## config.mk

```make
export PLATFORM = sky130hd
export DESIGN_NAME = stack_ptr_unit
export DESIGN_NICKNAME = d
export VERILOG_FILES = /design/src/rtl/stk_pkg.sv /design/src/rtl/stk_seq.sv /design/src/rtl/stk_ptr.sv /design/src/rtl/stk_mem.sv /design/src/rtl/stack_ptr_unit.sv
export SDC_FILE = /design/constraint.sdc
export NUM_CORES = 1
export LEC_CHECK = 0
export BUFFER_PORTS_ARGS = -buffer_cell sky130_fd_sc_hd__buf_2
export CAP_MARGIN = 20
export CORE_MARGIN = 2
export CORE_UTILIZATION = 50
export DETAILED_ROUTE_END_ITERATION = 7
export PLACE_DENSITY_LB_ADDON = 0.25
export SLEW_MARGIN = 40
export SYNTH_ARGS = -nofsm -noshare
export SYNTH_HDL_FRONTEND = slang
export SYNTH_SLANG_ARGS = --single-unit
```

## constraint.sdc

```tcl
create_clock -name clk -period 4.69 [get_ports clk]
set_input_delay 0.469 -clock clk [delete_from_list [all_inputs] [get_ports clk]]
set_output_delay 0.469 -clock clk [all_outputs]
set_load 0.005 [all_outputs]
```

## src/rtl/stk_pkg.sv

```systemverilog
// Package: shared encodings for the stack pointer unit.
// Assumes mode bit 1 = ascending growth, mode bit 0 = pointer at next free slot.
package stk_pkg;
    typedef enum logic [1:0] {
        DESC_FULL  = 2'b00,
        DESC_EMPTY = 2'b01,
        ASC_FULL   = 2'b10,
        ASC_EMPTY  = 2'b11
    } stk_mode_e;

    typedef enum logic [1:0] {
        ST_IDLE = 2'b00,
        ST_PH1  = 2'b01,
        ST_PH2  = 2'b10
    } stk_state_e;
endpackage

```

## src/rtl/stk_seq.sv

```systemverilog
// Module: stk_seq
// Two-phase operation sequencer. It accepts one push or pop while idle, with
// push winning over pop. It then issues a pointer step and a memory access in
// the order given by the pointer convention. Requests that find the stack full
// (push) or empty (pop) are rejected with a one-cycle flag.
// Assumes is_full and is_empty come from registered state.
module stk_seq #(
    parameter int DATA_W = 32
) (
    input  logic              clk,
    input  logic              rst_n,
    input  logic              push_req,
    input  logic              pop_req,
    input  logic [DATA_W-1:0] wdata_in,
    input  logic              is_full,
    input  logic              is_empty,
    input  logic              empty_conv,
    output logic              idle,
    output logic              busy,
    output logic              start,
    output logic              op_push,
    output logic              step_en,
    output logic              access_en,
    output logic [DATA_W-1:0] wdata_hold,
    output logic              ovf,
    output logic              unf
);
    import stk_pkg::*;

    stk_state_e state;
    logic       step_first;

    // Decode whether a request is accepted in this cycle.
    always_comb begin
        idle  = (state == ST_IDLE);
        busy  = !idle;
        start = idle && ((push_req && !is_full) || (!push_req && pop_req && !is_empty));
    end

    // Order the two phases: full push / empty pop step the pointer first.
    always_comb begin
        step_first = op_push ^ empty_conv;
        step_en    = ((state == ST_PH1) && step_first) || ((state == ST_PH2) && !step_first);
        access_en  = ((state == ST_PH1) && !step_first) || ((state == ST_PH2) && step_first);
    end

    // Advance the phase counter and latch the operation on acceptance.
    always_ff @(posedge clk) begin
        if (!rst_n) begin
            state      <= ST_IDLE;
            op_push    <= 1'b0;
            wdata_hold <= '0;
        end else begin
            case (state)
                ST_IDLE: if (start) begin
                    state      <= ST_PH1;
                    op_push    <= push_req;
                    wdata_hold <= wdata_in;
                end
                ST_PH1:  state <= ST_PH2;
                default: state <= ST_IDLE;
            endcase
        end
    end

    // Produce one-cycle rejection flags.
    always_ff @(posedge clk) begin
        if (!rst_n) begin
            ovf <= 1'b0;
            unf <= 1'b0;
        end else begin
            ovf <= idle && push_req && is_full;
            unf <= idle && !push_req && pop_req && is_empty;
        end
    end

    // an accepted request keeps busy high for exactly two cycles.
    a_r7_two_phase: assert property (@(posedge clk) disable iff (!rst_n)
        start |=> busy ##1 busy ##1 !busy);

    // a rejected push never starts an operation, even with pop raised.
    a_r11_push_wins: assert property (@(posedge clk) disable iff (!rst_n)
        (idle && push_req && pop_req) |=> (ovf || op_push));
endmodule

```

## src/rtl/stk_ptr.sv

```systemverilog
// Module: stk_ptr
// Owns the stack pointer, the entry count and the active convention. It steps
// the pointer by one word when the sequencer asks and reloads the
// convention-specific empty value on an accepted mode switch.
// Assumes BASE >= 4 and that the sequencer never steps past the limits.
module stk_ptr #(
    parameter int ADDR_W = 12,
    parameter int BASE   = 256,
    parameter int DEPTH  = 4
) (
    input  logic              clk,
    input  logic              rst_n,
    input  logic              load_ok,
    input  logic [1:0]        mode_in,
    input  logic              step_en,
    input  logic              op_push,
    output logic [ADDR_W-1:0] sp,
    output logic [1:0]        mode,
    output logic              is_full,
    output logic              is_empty
);
    import stk_pkg::*;

    localparam int              CNT_W = $clog2(DEPTH + 1);
    localparam logic [ADDR_W-1:0] LO   = ADDR_W'(BASE);
    localparam logic [ADDR_W-1:0] HI   = ADDR_W'(BASE + 4 * DEPTH);
    localparam logic [ADDR_W-1:0] WORD = ADDR_W'(4);

    logic [CNT_W-1:0] cnt;
    logic             step_up;

    // Empty-stack pointer value for a given convention.
    function automatic logic [ADDR_W-1:0] empty_sp(input logic [1:0] m);
        case (stk_mode_e'(m))
            DESC_FULL:  return HI;
            DESC_EMPTY: return HI - WORD;
            ASC_FULL:   return LO - WORD;
            default:    return LO;
        endcase
    endfunction

    // Derive occupancy and step direction.
    always_comb begin
        is_full  = (cnt == CNT_W'(DEPTH));
        is_empty = (cnt == '0);
        step_up  = !(op_push ^ mode[1]);
    end

    // Update pointer, count and mode.
    always_ff @(posedge clk) begin
        if (!rst_n) begin
            mode <= DESC_FULL;
            sp   <= empty_sp(DESC_FULL);
            cnt  <= '0;
        end else if (load_ok) begin
            mode <= mode_in;
            sp   <= empty_sp(mode_in);
        end else if (step_en) begin
            sp  <= step_up ? sp + WORD : sp - WORD;
            cnt <= op_push ? cnt + 1'b1 : cnt - 1'b1;
        end
    end

    // the entry count never exceeds the configured depth.
    a_r8_cnt_bound: assert property (@(posedge clk) disable iff (!rst_n)
        cnt <= CNT_W'(DEPTH));

    // the convention stays fixed while entries are held.
    a_r10_mode_locked: assert property (@(posedge clk) disable iff (!rst_n)
        !is_empty |=> $stable(mode));

    // the pointer stays inside the region plus one guard word.
    a_r6_sp_range: assert property (@(posedge clk) disable iff (!rst_n)
        (sp >= LO - WORD) && (sp <= HI));
endmodule

```

## src/rtl/stk_mem.sv

```systemverilog
// Module: stk_mem
// Local word store for the stack. Writes are synchronous. The read result is
// registered on the read strobe and held until the next read.
// Assumes the index is in range whenever a strobe is high.
module stk_mem #(
    parameter int DATA_W = 32,
    parameter int DEPTH  = 4,
    localparam int IDX_W = $clog2(DEPTH)
) (
    input  logic              clk,
    input  logic              rst_n,
    input  logic              we,
    input  logic              re,
    input  logic [IDX_W-1:0]  idx,
    input  logic [DATA_W-1:0] wdata,
    output logic [DATA_W-1:0] rdata
);
    logic [DATA_W-1:0] store [DEPTH];

    // Store a pushed word.
    always_ff @(posedge clk) begin
        if (we) store[idx] <= wdata;
    end

    // Capture a popped word.
    always_ff @(posedge clk) begin
        if (!rst_n)  rdata <= '0;
        else if (re) rdata <= store[idx];
    end

    // one memory access per phase, never a read and a write together.
    a_r6_one_access: assert property (@(posedge clk) disable iff (!rst_n)
        !(we && re));
endmodule

```

## src/rtl/stack_ptr_unit.sv

```systemverilog
// Module: stack_ptr_unit
// Top of the configurable stack pointer unit. It connects the sequencer, the
// pointer register and the local word store, and maps the byte pointer to a
// word index inside the region [BASE, BASE + 4*DEPTH).
// Assumes DEPTH >= 2 and a region that fits in ADDR_W bits.
module stack_ptr_unit #(
    parameter int ADDR_W = 12,
    parameter int DATA_W = 32,
    parameter int BASE   = 256,
    parameter int DEPTH  = 4
) (
    input  logic              clk,
    input  logic              rst_n,
    input  logic              push_i,
    input  logic              pop_i,
    input  logic [DATA_W-1:0] wdata_i,
    input  logic              mode_load_i,
    input  logic [1:0]        mode_i,
    output logic              busy_o,
    output logic [DATA_W-1:0] rdata_o,
    output logic [ADDR_W-1:0] sp_o,
    output logic              ovf_o,
    output logic              unf_o
);
    localparam int IDX_W = $clog2(DEPTH);

    logic              idle, start, op_push, step_en, access_en;
    logic              is_full, is_empty, load_ok;
    logic [1:0]        mode;
    logic [DATA_W-1:0] wdata_hold;
    logic [ADDR_W-1:0] offs;
    logic [IDX_W-1:0]  idx;

    // Gate a mode switch and map the pointer to a word index.
    always_comb begin
        load_ok = idle && mode_load_i && !push_i && !pop_i && is_empty;
        offs    = sp_o - ADDR_W'(BASE);
        idx     = offs[IDX_W+1:2];
    end

    stk_seq #(.DATA_W(DATA_W)) u_seq (
        .clk(clk), .rst_n(rst_n), .push_req(push_i), .pop_req(pop_i),
        .wdata_in(wdata_i), .is_full(is_full), .is_empty(is_empty),
        .empty_conv(mode[0]), .idle(idle), .busy(busy_o), .start(start),
        .op_push(op_push), .step_en(step_en), .access_en(access_en),
        .wdata_hold(wdata_hold), .ovf(ovf_o), .unf(unf_o)
    );

    stk_ptr #(.ADDR_W(ADDR_W), .BASE(BASE), .DEPTH(DEPTH)) u_ptr (
        .clk(clk), .rst_n(rst_n), .load_ok(load_ok), .mode_in(mode_i),
        .step_en(step_en), .op_push(op_push), .sp(sp_o), .mode(mode),
        .is_full(is_full), .is_empty(is_empty)
    );

    stk_mem #(.DATA_W(DATA_W), .DEPTH(DEPTH)) u_mem (
        .clk(clk), .rst_n(rst_n), .we(access_en && op_push),
        .re(access_en && !op_push), .idx(idx), .wdata(wdata_hold),
        .rdata(rdata_o)
    );

    // a rejected push leaves the pointer alone and starts nothing.
    a_r8_no_overflow: assert property (@(posedge clk) disable iff (!rst_n)
        ovf_o |-> ($stable(sp_o) && !busy_o));

    // a rejected pop leaves the pointer and read data alone.
    a_r9_no_underflow: assert property (@(posedge clk) disable iff (!rst_n)
        unf_o |-> ($stable(sp_o) && $stable(rdata_o) && !busy_o));

    // the store is only written during an operation.
    a_r7_write_in_op: assert property (@(posedge clk) disable iff (!rst_n)
        (access_en && op_push) |-> busy_o);
endmodule

```

==> out/qor.csv <==
stage,metric,value,unit
worst_setup_path,cp.arrival,2.99,ns
synthesis,synth.distinct_cells,47,
layout,nets,715,
synthesis,synth_enable_flop_cells,128,
clocking,cts_made_buffers,21,
detailed_routing,antenna_left,0,
clocking,htreeDepth,1,
power_and_ir_drop,leakage,3.66,nW
status,status,"finished, final reports clean",
synthesis,synthSimpleGateAreaFrac,8.98,%
clocking,clockBufferDepth,3,
layout,final_common_cell,edfxtp_1,
detailed_routing,drc,0,
detailed_routing,first_pass_iters,5,
synthesis,ys_warn_count,0,
global_route,overflow,0,
floorplanning,row_count,47,
synthesis,ys_seq_area_share,65.5,%
global_route,antenna_found_initial,0,
clocking,cts_tree,built,
timing,setup_viol,0,
placed_design,dpl_worst_slack,2.14,ns
floorplanning,die-area,0.0179,sq mm
floorplanning,die_height,134,um
synthesis,yosys.area_share.adder,2.26,%
floorplanning,core,0.0165,sq mm
placed_design,port_buffers,83,
power_and_ir_drop,p_per_area,428,mW/mm^2
floorplanning,die_w,134,um
layout,diodes,0,
detailed_routing,wl,15500,um
worst_setup_path,crit_path_end_kind,register,
timing,skew,0.00992,ns
detailed_routing,via_per_inst,5.30,
global_route,grt_pass1_vias,4884,
worst_setup_path,cp_slowest_cell,dfxtp_1,
clocking,cts.sinks,212,
timing,holdWs,0.223,ns
worst_setup_path,cp_max_fo,12,
layout,mostFrequentLayoutCells,"edfxtp_1, buf_2, nand2_1, dfxtp_1, nor2b_1",
timing,rsz0062_at_grt,false,
detailed_routing,wire_per_inst,17.3,um
synthesis,avgSynthCellArea,14.5,sq um
clocking,ctsResizeCount,0,
timing,fin_setup_tns,0,ns
synthesis,synthArstFlopShare,0,%
synthesis,synth_compound_area_share,6.04,%
synthesis,syn-cell-area,0.00843,sq mm
worst_setup_path,criticalPathCategory,register to register,
layout,syn_to_final_growth,14.5,%
floorplanning,io_pins,86,
timing,fin_ws,2.09,ns
global_route,grt_max_degree,49,
synthesis,ys_seq_elements,212,
timing,worstMarginPinSlew,0.733,ns
worst_setup_path,path_cells,xor2_2 -> ha_1 -> a211oi_1 -> o21bai_1 -> o21ai_0 -> a211o_1 -> mux2i_1 -> o21ai_1,
run,cap_violations,0,
detailed_routing,first_iter_violations,299,
worst_setup_path,slowest_delay,0.47,ns
placed_design,gp_congestion,0.792,
timing,finalHoldViolCount,0,
clocking,cts_hold_buf,0,
synthesis,synth-xor-area-share,1.23,%
global_route,gr-usage-all-layers,17.8,%
layout,nFillCells,1308,
synthesis,synthMuxAreaShare,13.2,%
synthesis,yosys.area.top_type,edfxtp_1,
synthesis,synthFlopType,edfxtp_1,
power_and_ir_drop,ir_drop,258,uV
clocking,clk_latency,0.50,ns
layout,drive_above_1_share,24.1,%
min_path,hold_path_class,input pin to register,
detailed_routing,num_vias,4749,
worst_setup_path,cp-start-kind,register,
synthesis,syn_inst,580,
timing,fmax,384,MHz
clocking,clkSlewWorstSetupHoldPaths,0.06,ns
synthesis,synth_top_family_by_area,multiplexers,
timing,relSlewSlack,51.1,%
synthesis,ys_top_cells_by_area,"edfxtp_1, dfxtp_1, mux4_2",
timing,period_needed,2.60,ns
clocking,cts_root_buf,clkbuf_16,
timing,finalMaxSlewViolations,0,
placed_design,dp_hpwl,9390,um
layout,final_core_util,58.5,%
floorplanning,initial_core_util,51.0,%
synthesis,synth_top_area_share,45.6,%
worst_setup_path,crit_required,5.07,ns
global_route,grt_pass1_wl,24900,um
timing,finalCritPeriodShare,55.5,%
clocking,post_cts_buffers,0,
-- report_power, final --
group	switching (W)	leakage (nW)	internal (W)
Clock	0.000655	0.320	0.000921
Sequential	0.0000708	1.86	0.00206
Combinational	0.000223	1.48	0.000205
-- stage by stage --
step / power [W] / area, sq um / instances
after floorplan: 0.00248 / 8440 / 581
after global placement: 0.00258 / 9010 / 859
after detailed placement: 0.00260 / 9010 / 859
after CTS: 0.00417 / 9660 / 896
after global routing: 0.00430 / 9660 / 896
final: 0.00413 / 9660 / 896
-- layout make-up --
| cell class | instances | area (sq um) | share of cell area, % |
|---|---|---|---|
| clock buffers | 27 | 578 | 5.98 |
| clock inverters | 10 | 71.3 | 0.738 |
| inverters | 7 | 26.3 | 0.272 |
| multi-input cells | 329 | 2700 | 28.0 |
| flip-flops and latches | 212 | 5530 | 57.3 |
| well taps | 220 | 275 | 2.85 |
| repair buffers | 91 | 475 | 4.92 |
-- cells in the mapped netlist, types with 2 or more instances --
| cell | count |
|---|---|
| a211o_1 | 2 |
| a21boi_0 | 27 |
| a21boi_1 | 9 |
| a21o_1 | 2 |
| a21oi_1 | 9 |
| and2_1 | 8 |
| and3_1 | 2 |
| buf_2 | 10 |
| buf_4 | 6 |
| buf_6 | 6 |
| clkbuf_1 | 11 |
| dfxtp_1 | 84 |
| edfxtp_1 | 128 |
| fa_1 | 2 |
| ha_1 | 12 |
| inv_1 | 7 |
| mux2_2 | 2 |
| mux2i_1 | 37 |
| mux4_2 | 32 |
| nand2_1 | 82 |
| nand2b_1 | 2 |
| nor2_1 | 11 |
| nor2b_1 | 38 |
| nor3_1 | 6 |
| o211a_1 | 2 |
| o21ai_0 | 13 |
| o21ai_1 | 2 |
| xnor2_1 | 5 |
| xor2_1 | 5 |
-- critical path: cells and delay by family (launching register included) --
family          cells  cell delay (ns)
xor+xnor            1             0.46
mux                 1             0.19
fa+ha+maj           1             0.35
flops               1             0.47
compound gates      5             1.01
-- worst paths after layout --
kind | from | end | slack, ns | cells after the start
max | u_seq.op_push | u_ptr.sp[11] | 2.09 | 8
min | wdata_i[11] | u_seq.wdata_hold[11] | 0.22 | 3
max reg2reg | u_seq.op_push | u_ptr.sp[11] | 2.09 | 8
min reg2reg | u_mem.rdata[28] | u_mem.rdata[28] | 0.45 | 2
-- kinds of logic (layout without fill, tap and decap cells) --
group	after synthesis	in the layout
other	1	2
adder cells (fa/ha/maj)	14	14
XOR/XNOR	11	11
flip-flops	212	212
multiplexers	71	71
AND/OR/NAND/NOR	156	156
AO/OA/AOI/OAI	75	75
buffers and inverters	40	135
-- registers in the layout, summed over array words and instances (netlist names) --
signal            cells
u_seq.wdata_hold     32
u_seq.unf             1
u_seq.ovf             1
u_seq.op_push         1
u_mem.store         128
u_ptr.cnt             3
u_seq.state           2
u_ptr.mode            2
u_ptr.sp             10
u_mem.rdata          32
-- per-layer routing --
metal  part of all wire, %  vias to the layer above  track usage [%]
li1                      -                     2272                -
met5                     0                        -                0
met1                    43                     2308             22.9
met2                    49                      139             30.7
met4                   2.4                        0             6.21
met3                   5.5                       30             2.95
(Power assumes the default switching activity.)
